$ cat config.mk
export PLATFORM = sky130hd
export DESIGN_NAME = pvic_top
export DESIGN_NICKNAME = d
export VERILOG_FILES = /design/src/rtl/pvic_pkg.sv /design/src/rtl/pvic_sync.sv /design/src/rtl/pvic_pending.sv /design/src/rtl/pvic_prio_enc.sv /design/src/rtl/pvic_top.sv
export SDC_FILE = /design/constraint.sdc
export NUM_CORES = 1
export LEC_CHECK = 0
export ABC_AREA = 1
export BUFFER_PORTS_ARGS = -buffer_cell sky130_fd_sc_hd__buf_2
export CAP_MARGIN = 30
export CORE_UTILIZATION = 50
export CTS_BUF_LIST = sky130_fd_sc_hd__clkbuf_4
export CTS_CLUSTER_DIAMETER = 100
export DETAILED_ROUTE_END_ITERATION = 16
export GPL_TIMING_DRIVEN = 0
export PLACE_DENSITY_LB_ADDON = 0.08
export SLEW_MARGIN = 30
export SYNTH_ARGS = -nofsm -noshare
export SYNTH_HDL_FRONTEND = slang
export SYNTH_SLANG_ARGS = --single-unit
$ cat constraint.sdc
create_clock -name clk -period 1.71 [get_ports clk]
set_input_delay 0.0855 -clock clk [delete_from_list [all_inputs] [get_ports clk]]
set_output_delay 0.0855 -clock clk [all_outputs]
set_load 0.005 [all_outputs]
$ cat src/rtl/pvic_pkg.sv
package pvic_pkg;

    localparam int PVIC_NUM_SRC     = 16;
    localparam int PVIC_BUS_W       = 32;
    localparam int PVIC_VEC_W       = 6;
    localparam int PVIC_IDLE_VEC    = 15;
    localparam int PVIC_SYNC_STAGES = 2;

    typedef enum logic [1:0] {
        RA_MASK = 2'd0,
        RA_PEND = 2'd1,
        RA_EDGE = 2'd2,
        RA_VEC  = 2'd3
    } reg_addr_e;

endpackage

$ cat src/rtl/pvic_sync.sv
module pvic_sync #(
    parameter int WIDTH   = 8,
    parameter int STAGES  = 2,
    parameter bit RST_VAL = 1'b1
) (
    input  logic             clk,
    input  logic             rst_n,
    input  logic [WIDTH-1:0] din,
    output logic [WIDTH-1:0] dout
);

    logic [STAGES-1:0][WIDTH-1:0] stg_d, stg_q;

    always_comb begin
        stg_d[0] = din;
        for (int s = 1; s < STAGES; s++) begin
            stg_d[s] = stg_q[s-1];
        end
    end

    always_ff @(posedge clk or negedge rst_n) begin
        if (!rst_n) begin
            stg_q <= {(STAGES*WIDTH){RST_VAL}};
        end else begin
            stg_q <= stg_d;
        end
    end

    assign dout = stg_q[STAGES-1];

endmodule

$ cat src/rtl/pvic_pending.sv
module pvic_pending #(
    parameter int NUM_SRC = 16,
    localparam int NUM_EXT = NUM_SRC / 2
) (
    input  logic               clk,
    input  logic               rst_n,
    input  logic [NUM_EXT-1:0] ext_n_sync,
    input  logic [NUM_EXT-1:0] int_req,
    input  logic [NUM_EXT-1:0] edge_sel,
    input  logic [NUM_EXT-1:0] clr,
    output logic [NUM_SRC-1:0] pend
);

    typedef struct packed {
        logic [NUM_SRC-1:0] pend;
        logic [NUM_EXT-1:0] prev_n;
    } st_t;

    st_t st_d, st_q;

    always_comb begin
        st_d        = st_q;
        st_d.prev_n = ext_n_sync;
        for (int k = 0; k < NUM_EXT; k++) begin
            // even source: external pin, edge or level
            if (edge_sel[k]) begin
                // a fresh fall wins over a clear in the same cycle
                st_d.pend[2*k] = (st_q.pend[2*k] & ~clr[k])
                               | (st_q.prev_n[k] & ~ext_n_sync[k]);
            end else begin
                st_d.pend[2*k] = ~ext_n_sync[k];
            end
            // odd source: internal level, follows the request
            st_d.pend[2*k+1] = int_req[k];
        end
    end

    always_ff @(posedge clk or negedge rst_n) begin
        if (!rst_n) begin
            st_q.pend   <= '0;
            st_q.prev_n <= '1;
        end else begin
            st_q <= st_d;
        end
    end

    assign pend = st_q.pend;

endmodule

$ cat src/rtl/pvic_prio_enc.sv
module pvic_prio_enc #(
    parameter int N        = 16,
    parameter int VEC_W    = 6,
    parameter int IDLE_VEC = 15
) (
    input  logic [N-1:0]     act,
    output logic [VEC_W-1:0] code
);

    // lowest index has the highest priority: scan downward, last hit wins
    always_comb begin
        code = VEC_W'(IDLE_VEC);
        for (int i = N - 1; i >= 0; i--) begin
            if (act[i]) begin
                code = VEC_W'(i);
            end
        end
    end

endmodule

$ cat src/rtl/pvic_top.sv
module pvic_top
    import pvic_pkg::*;
#(
    parameter int NUM_SRC     = PVIC_NUM_SRC,
    parameter int BUS_W       = PVIC_BUS_W,
    parameter int VEC_W       = PVIC_VEC_W,
    parameter int IDLE_VEC    = PVIC_IDLE_VEC,
    parameter int SYNC_STAGES = PVIC_SYNC_STAGES,
    localparam int NUM_EXT    = NUM_SRC / 2
) (
    input  logic               clk,
    input  logic               rst_n,
    input  logic               bus_sel,
    input  logic               bus_wr,
    input  logic [1:0]         bus_addr,
    input  logic [BUS_W-1:0]   bus_wdata,
    output logic [BUS_W-1:0]   bus_rdata,
    input  logic [NUM_EXT-1:0] ext_irq_n,
    input  logic [NUM_EXT-1:0] int_req,
    output logic               irq_o
);

    localparam int PAD_W = BUS_W - NUM_SRC;

    typedef struct packed {
        logic [NUM_SRC-1:0] mask;
        logic [NUM_EXT-1:0] edge_ext;
    } regs_t;

    regs_t              regs_d, regs_q;
    logic [NUM_SRC-1:0] wr_bits;
    logic [NUM_SRC-1:0] pend;
    logic [NUM_SRC-1:0] mask_cur;
    logic [NUM_SRC-1:0] act;
    logic [NUM_EXT-1:0] clr_ext;
    logic [NUM_EXT-1:0] ext_sync_n;
    logic [VEC_W-1:0]   vec_code;
    logic               wr_mask, wr_pend, wr_edge, rd_en;

    // bus word bit 31-n carries source n
    always_comb begin
        for (int i = 0; i < NUM_SRC; i++) begin
            wr_bits[i] = bus_wdata[BUS_W-1-i];
        end
    end

    generate
        if (PAD_W > 0) begin : g_pad
            logic unused_pad;
            assign unused_pad = ^bus_wdata[PAD_W-1:0];
        end
    endgenerate

    assign wr_mask = bus_sel & bus_wr & (bus_addr == RA_MASK);
    assign wr_pend = bus_sel & bus_wr & (bus_addr == RA_PEND);
    assign wr_edge = bus_sel & bus_wr & (bus_addr == RA_EDGE);
    assign rd_en   = bus_sel & ~bus_wr;

    always_comb begin
        regs_d = regs_q;
        if (wr_mask) begin
            regs_d.mask = wr_bits;
        end
        if (wr_edge) begin
            for (int k = 0; k < NUM_EXT; k++) begin
                regs_d.edge_ext[k] = wr_bits[2*k];
            end
        end
        for (int k = 0; k < NUM_EXT; k++) begin
            clr_ext[k] = wr_pend & wr_bits[2*k];
        end
    end

    always_ff @(posedge clk or negedge rst_n) begin
        if (!rst_n) begin
            regs_q <= '0;
        end else begin
            regs_q <= regs_d;
        end
    end

    pvic_sync #(
        .WIDTH   (NUM_EXT),
        .STAGES  (SYNC_STAGES),
        .RST_VAL (1'b1)
    ) u_sync (
        .clk   (clk),
        .rst_n (rst_n),
        .din   (ext_irq_n),
        .dout  (ext_sync_n)
    );

    pvic_pending #(
        .NUM_SRC (NUM_SRC)
    ) u_pend (
        .clk        (clk),
        .rst_n      (rst_n),
        .ext_n_sync (ext_sync_n),
        .int_req    (int_req),
        .edge_sel   (regs_q.edge_ext),
        .clr        (clr_ext),
        .pend       (pend)
    );

    assign mask_cur = regs_q.mask;
    assign act      = pend & mask_cur;
    assign irq_o    = |act;

    pvic_prio_enc #(
        .N        (NUM_SRC),
        .VEC_W    (VEC_W),
        .IDLE_VEC (IDLE_VEC)
    ) u_enc (
        .act  (act),
        .code (vec_code)
    );

    always_comb begin
        bus_rdata = '0;
        if (rd_en) begin
            unique case (reg_addr_e'(bus_addr))
                RA_MASK: begin
                    for (int i = 0; i < NUM_SRC; i++) begin
                        bus_rdata[BUS_W-1-i] = regs_q.mask[i];
                    end
                end
                RA_PEND: begin
                    for (int i = 0; i < NUM_SRC; i++) begin
                        bus_rdata[BUS_W-1-i] = pend[i];
                    end
                end
                RA_EDGE: begin
                    for (int k = 0; k < NUM_EXT; k++) begin
                        bus_rdata[BUS_W-1-2*k] = regs_q.edge_ext[k];
                    end
                end
                RA_VEC: begin
                    bus_rdata[BUS_W-1 -: VEC_W] = vec_code;
                end
                default: bus_rdata = '0;
            endcase
        end
    end

endmodule

### Yosys cells after proc, flatten, opt, wreduce, memory -nomap -nowiden

Cells that the tools add are included.

* equal/unequal tests: 3
* muxes and demuxes: 40
* $lt $le $gt $ge: 0
* div/mod/pow operators: 0
* reduce and logical (&&, ||, !) cells: 2
* $mul: 0
* bitwise operators: 55
* shift operators: 0
* add/subtract/negate cells: 0

Operator list (count)
* $mux 32: 1
* $mux 4: 8
* $and 1x1->1: 29
* $pmux 1 s3: 8
* $not 1->1: 17
* $and 16x16->16: 1
* $reduce_or 16->1: 1
* $mux 3: 4
* $pmux 1 s4: 3
* $pmux 1 s2: 5
* $mux 1: 9
* $or 1x1->1: 8
* $eq 2x2->1 const B: 2
* $mux 2: 2
* $eq 2x1->1 const B: 1
* $logic_not 2->1: 1

* logic and storage cells: 106
* register bits after elaboration: 64
* input bits: 54
* bits in latches: 0
* output and inout bits: 33
* memory bits (read-only): 0
* bits in writable memories: 0
* memories: 0

### Depth between registers and ports, before layout

* depth in word-level cells: 18
* depth in mapped cells: 17
* gate-level depth less buffers: 17

### Cells and area by module

Synthesis repeated with hierarchy kept, for this count alone.

* cells, all modules: 430
* area, all modules: 3299.4 um^2

By module, submodules not included
* pvic_top: times used 1, seq. area each 600.6 um^2, area an instance 1727.9 um^2, cells an instance 274
* pvic_pending: times used 1, seq. area each 610.6 um^2, area an instance 950.9 um^2, cells an instance 96
* pvic_sync: times used 1, seq. area each 420.4 um^2, area an instance 420.4 um^2, cells an instance 16
* pvic_prio_enc: times used 1, seq. area each 0.0 um^2, area an instance 200.2 um^2, cells an instance 44

### Worst setup path before layout

No wires, ideal clock.

* path kind: flip-flop to output port
* start: register u_pend.pend[14] (netlist name)
* end: output port bus_rdata[26]
* stages on the path, launching flop included: 18
* slack: 428 ps
* buffers on the path: 0
* data required time: 1624 ps
* data arrival time: 1197 ps
* cells stage by stage: dfrtp_1 nand2_1 inv_1 nand2_1 nand2_1 nand2_1 nand2_1 nand2_1 nand2_1 nand2_1 nand2_1 nand2_1 nand2_1 nand2_1 nand2_1 nand2_1 nand2_1 a21oi_2

* longest elaborated chain between the ends: 18

Ends and longest elaborated chain
* $and 16x16->16: line pvic_top.sv:106 `assign act = pend & mask_cur;`
* $mux 1: line pvic_prio_enc.sv:14 `if (act[i]) begin`
* $mux 2 (2 in series): line pvic_prio_enc.sv:14
* $mux 3 (4 in series): line pvic_prio_enc.sv:14
* $mux 4 (8 in series): line pvic_prio_enc.sv:14
* $pmux 1 s3: line pvic_top.sv:121 `unique case (reg_addr_e'(bus_addr))`
* $mux 32: line pvic_top.sv:120 `if (rd_en) begin`
* end, declared: line pvic_top.sv:17 `output logic [BUS_W-1:0] bus_rdata,`

Every way passes these cells.

### Worst setup path after layout

* start: register u_pend.pend[14] (netlist name)
* end: output port bus_rdata[26]

* longest elaborated chain between the ends: 18

Ends and longest elaborated chain (line)
* $and 16x16->16: pvic_top.sv:106
* $mux 1: pvic_prio_enc.sv:14
* $mux 2 (2 in series): pvic_prio_enc.sv:14
* $mux 3 (4 in series): pvic_prio_enc.sv:14
* $mux 4 (8 in series): pvic_prio_enc.sv:14
* $pmux 1 s3: pvic_top.sv:121
* $mux 32: pvic_top.sv:120

Every way passes these cells.

==> metrics.txt <==
area leader, netlist dfrtp_1; DP Cell Count between 400 and 500; Worst Path Arrival approximately 1.9 ns; post-layout worst setup margin -0.283 ns; Clock Skews roughly 0.011 ns; chip height slightly below 80 µm; status finished with violations; CP Class reg -> out; Skew-Pair Late Insertion Delay ~0.42 ns; Leakage between 1.5 and 2 nW; worst-case clock buffer depth 2; register bit total from synthesis 64; Die X slightly below 80 µm; sequential fraction of the synthesis area between 50% and 60%; compound-cell area share of the yosys netlist 11.6%; synth warn 0; Least-Margin Pin Slew a little under 0.8 ns; Yosys top cell area share between 30% and 40%; most common cell after layout, fill and taps aside nand2_1; Pwr Total about 3.7 mW; wire length per cell about 13 µm; hold_sp bus_sel; share of cells above drive strength 1 roughly 40%; CP Capture Type output port; Mapped Avg Cell Area around 9.5 µm²; Simple-Gate Fraction of Synth Area between 15 and 20%; Worst Setup SP u_pend.pend[14]$_DFF_PN0_; commonest non-fill, non-tap cells in the layout nand2_1 (75), buf_2 (57), dfrtp_1 (40), buf_4 (34), dlygate4sd3_1 (33); DRT Wirelength ~6600 µm; CTS tree yes; P&R area growth vs syn 38.1%; endpoints failing hold 0; die area 5910 µm²; DP Wirelength just over 4000 µm; max_cap viols 0; first-pass GRT wire length 10900 µm; io pins between 80 and 90; Sum Neg Setup Slack -0.642 ns; vias in the first global route between 2k and 2.5k; largest family of logic cells by synthesized area simple AND/OR/NAND/NOR gates; largest vdd supply drop ~530 µV; Final Non-Filler Cells approximately 500; Final setup viols 4; setup repair after global routing missed its margin true; crit path max fanout 2; CTS H-tree depth 3; nets@finish 480; fillcell total about 410; CP Data Required Time between 1.5 and 2 ns; CTS buffer count 9; xor and xnor area share after synthesis 0%; Post-Synthesis Cell Area about 2800 µm²; Total Routing Usage GR about a quarter; CTS sink cnt between 60 and 70; residual DRC count 0; Final Cycle Share 117%; HP Class in -> reg; pre-CTS setup slack about 0.14 ns; initial antenna violation count 1; Cells after Synth around 300; Worst R2R Start u_pend.pend[4]$_DFF_PN0_; row cnt 26; largest net degree at the start of global routing 65; Power Dens Cells 951 nW/µm²; mux cell area share after synthesis approximately 3.8%; Synth Area in Adders 0%; leading post-synthesis cells by cell area dfrtp_1 (36%), dfstp_2 (23%), nand2_1 (12%), buf_4 (4.3%), inv_1 (4.0%); post-route ant nets 0; core area between 5000 and 6000 µm²; slew margin rel. roughly 48%; CTS clock-pin slew for the worst setup and hold paths 0.10 ns; GRT overflow 0; failing checks setup timing; via count about 2.4k; PortBufs 54; Final min period about 2 ns; Slew Viols, Final 0; Netlist cell types 27; Initial DRC Count about 160; CP Launch Type flip-flop; initial core utilization between 50% and 60%; GP Congestion 0.857; CTS root buffer clkbuf_4; TritonRoute pass-1 iters 4; Fmax approximately 0.5 GHz; Vias/cell between 4 and 5
-- synth_stat cells, drive strengths merged --
master and n:
nor3 2, o211ai 12, dfstp 24, nand2 91
dfrtp 40, a31oi 1, a221oi 2, buf 21
a21oi 10, conb 1, clkinv 1, nor2 17
nand4 1, inv 32, a22o 2, o21ai 28
nand3 3, mux2 8
-- repair_timing --
action / 4_1_cts / 5_1_grt
hold buffers: 33 / 0
setup buffers: 11 / 6
gates resized for setup: 9 / 16
pin swaps: 15 / 13
endpoints found under the hold margin: 80 / 0
endpoints found under the setup margin: 4 / 6
-- sequential cells by signal, indices dropped and copies added (netlist names) --
name and count:
u_sync.dout 8, u_pend.pend 16, u_sync.stg_d 8, regs_q 8, mask_cur 16, u_pend.st_q 8
-- worst max-delay path: stages, from the launching register on --
cell,delay [ns]
dfrtp_1,0.41
nand2_2,0.09
inv_2,0.04
nand2_2,0.04
nand2_1,0.05
nand2_1,0.05
nand2_1,0.05
nand2_1,0.05
nand2_1,0.05
nand2_1,0.05
nand2_1,0.05
nand2_1,0.06
nand2_1,0.04
nand2_1,0.06
nand2_1,0.05
nand2_1,0.06
nand2_1,0.06
a21oi_2,0.13
buf_2,0.13
-- cells by family after synthesis --
group                  count (synthesis)
AOI/OAI and AO/OA                     55
buffers and inverters                 54
DFF                                   64
muxes                                  8
other                                  1
and+or+nand+nor                      114
-- where the power goes --
| group | internal [mW] | total, mW | switching [mW] |
|---|---|---|---|
| combinational | 0.424 | 0.830 | 0.407 |
| clock | 0.454 | 0.996 | 0.542 |
| sequential | 1.72 | 1.85 | 0.137 |
-- stage by stage --
step | hold slack, ns | util (%) | area (µm²)
final | 0.197 | 73.9 | 3870
after CTS | 0.180 | 72.2 | 3780
after global routing | 0.233 | 73.9 | 3870
after floorplan | -0.210 | - | 2860
after global placement | 0.190 | 61.4 | 3220
after detailed placement | 0.192 | 61.5 | 3220
-- routing by layer --
layer  routed length (µm)  up-vias  track usage (%)
met5                    0        -                0
met4                  144        0             12.9
met3                  340       12             6.90
met2                 3280       66             39.6
met1                 2860     1121             30.2
li1                     -     1182                -
-- area by class of cell --
type / count / area [µm²] / area share (%)
Buffer: 21 / 151 / 3.91
Tap cell: 70 / 87.6 / 2.26
Sequential cell: 64 / 1630 / 42.1
Timing Repair Buffer: 104 / 731 / 18.9
Antenna cell: 1 / 2.50 / 0.0646
Multi-Input combinational cell: 193 / 1010 / 26.1
Clock buffer: 10 / 75.1 / 1.94
Clock inverter: 6 / 60.1 / 1.55
Inverter: 33 / 124 / 3.20
-- worst paths after layout --
path / to / slack, ns / cells after the start
worst max register to register: u_pend.pend[4]$_DFF_PN0_ / 0.78 / 4
worst min-delay path: regs_q[2]$_DFFE_PN0P_ / 0.20 / 6
worst max-delay path: bus_rdata[26] / -0.28 / 18
max in group asynchronous: u_pend.pend[3]$_DFF_PN0_ / 0.89 / 2
worst min register to register: u_sync.dout[4]$_DFF_PN1_ / 0.35 / 0
min in group asynchronous: regs_q[3]$_DFFE_PN0P_ / 0.28 / 2
Power figures use the tool's default switching activity.
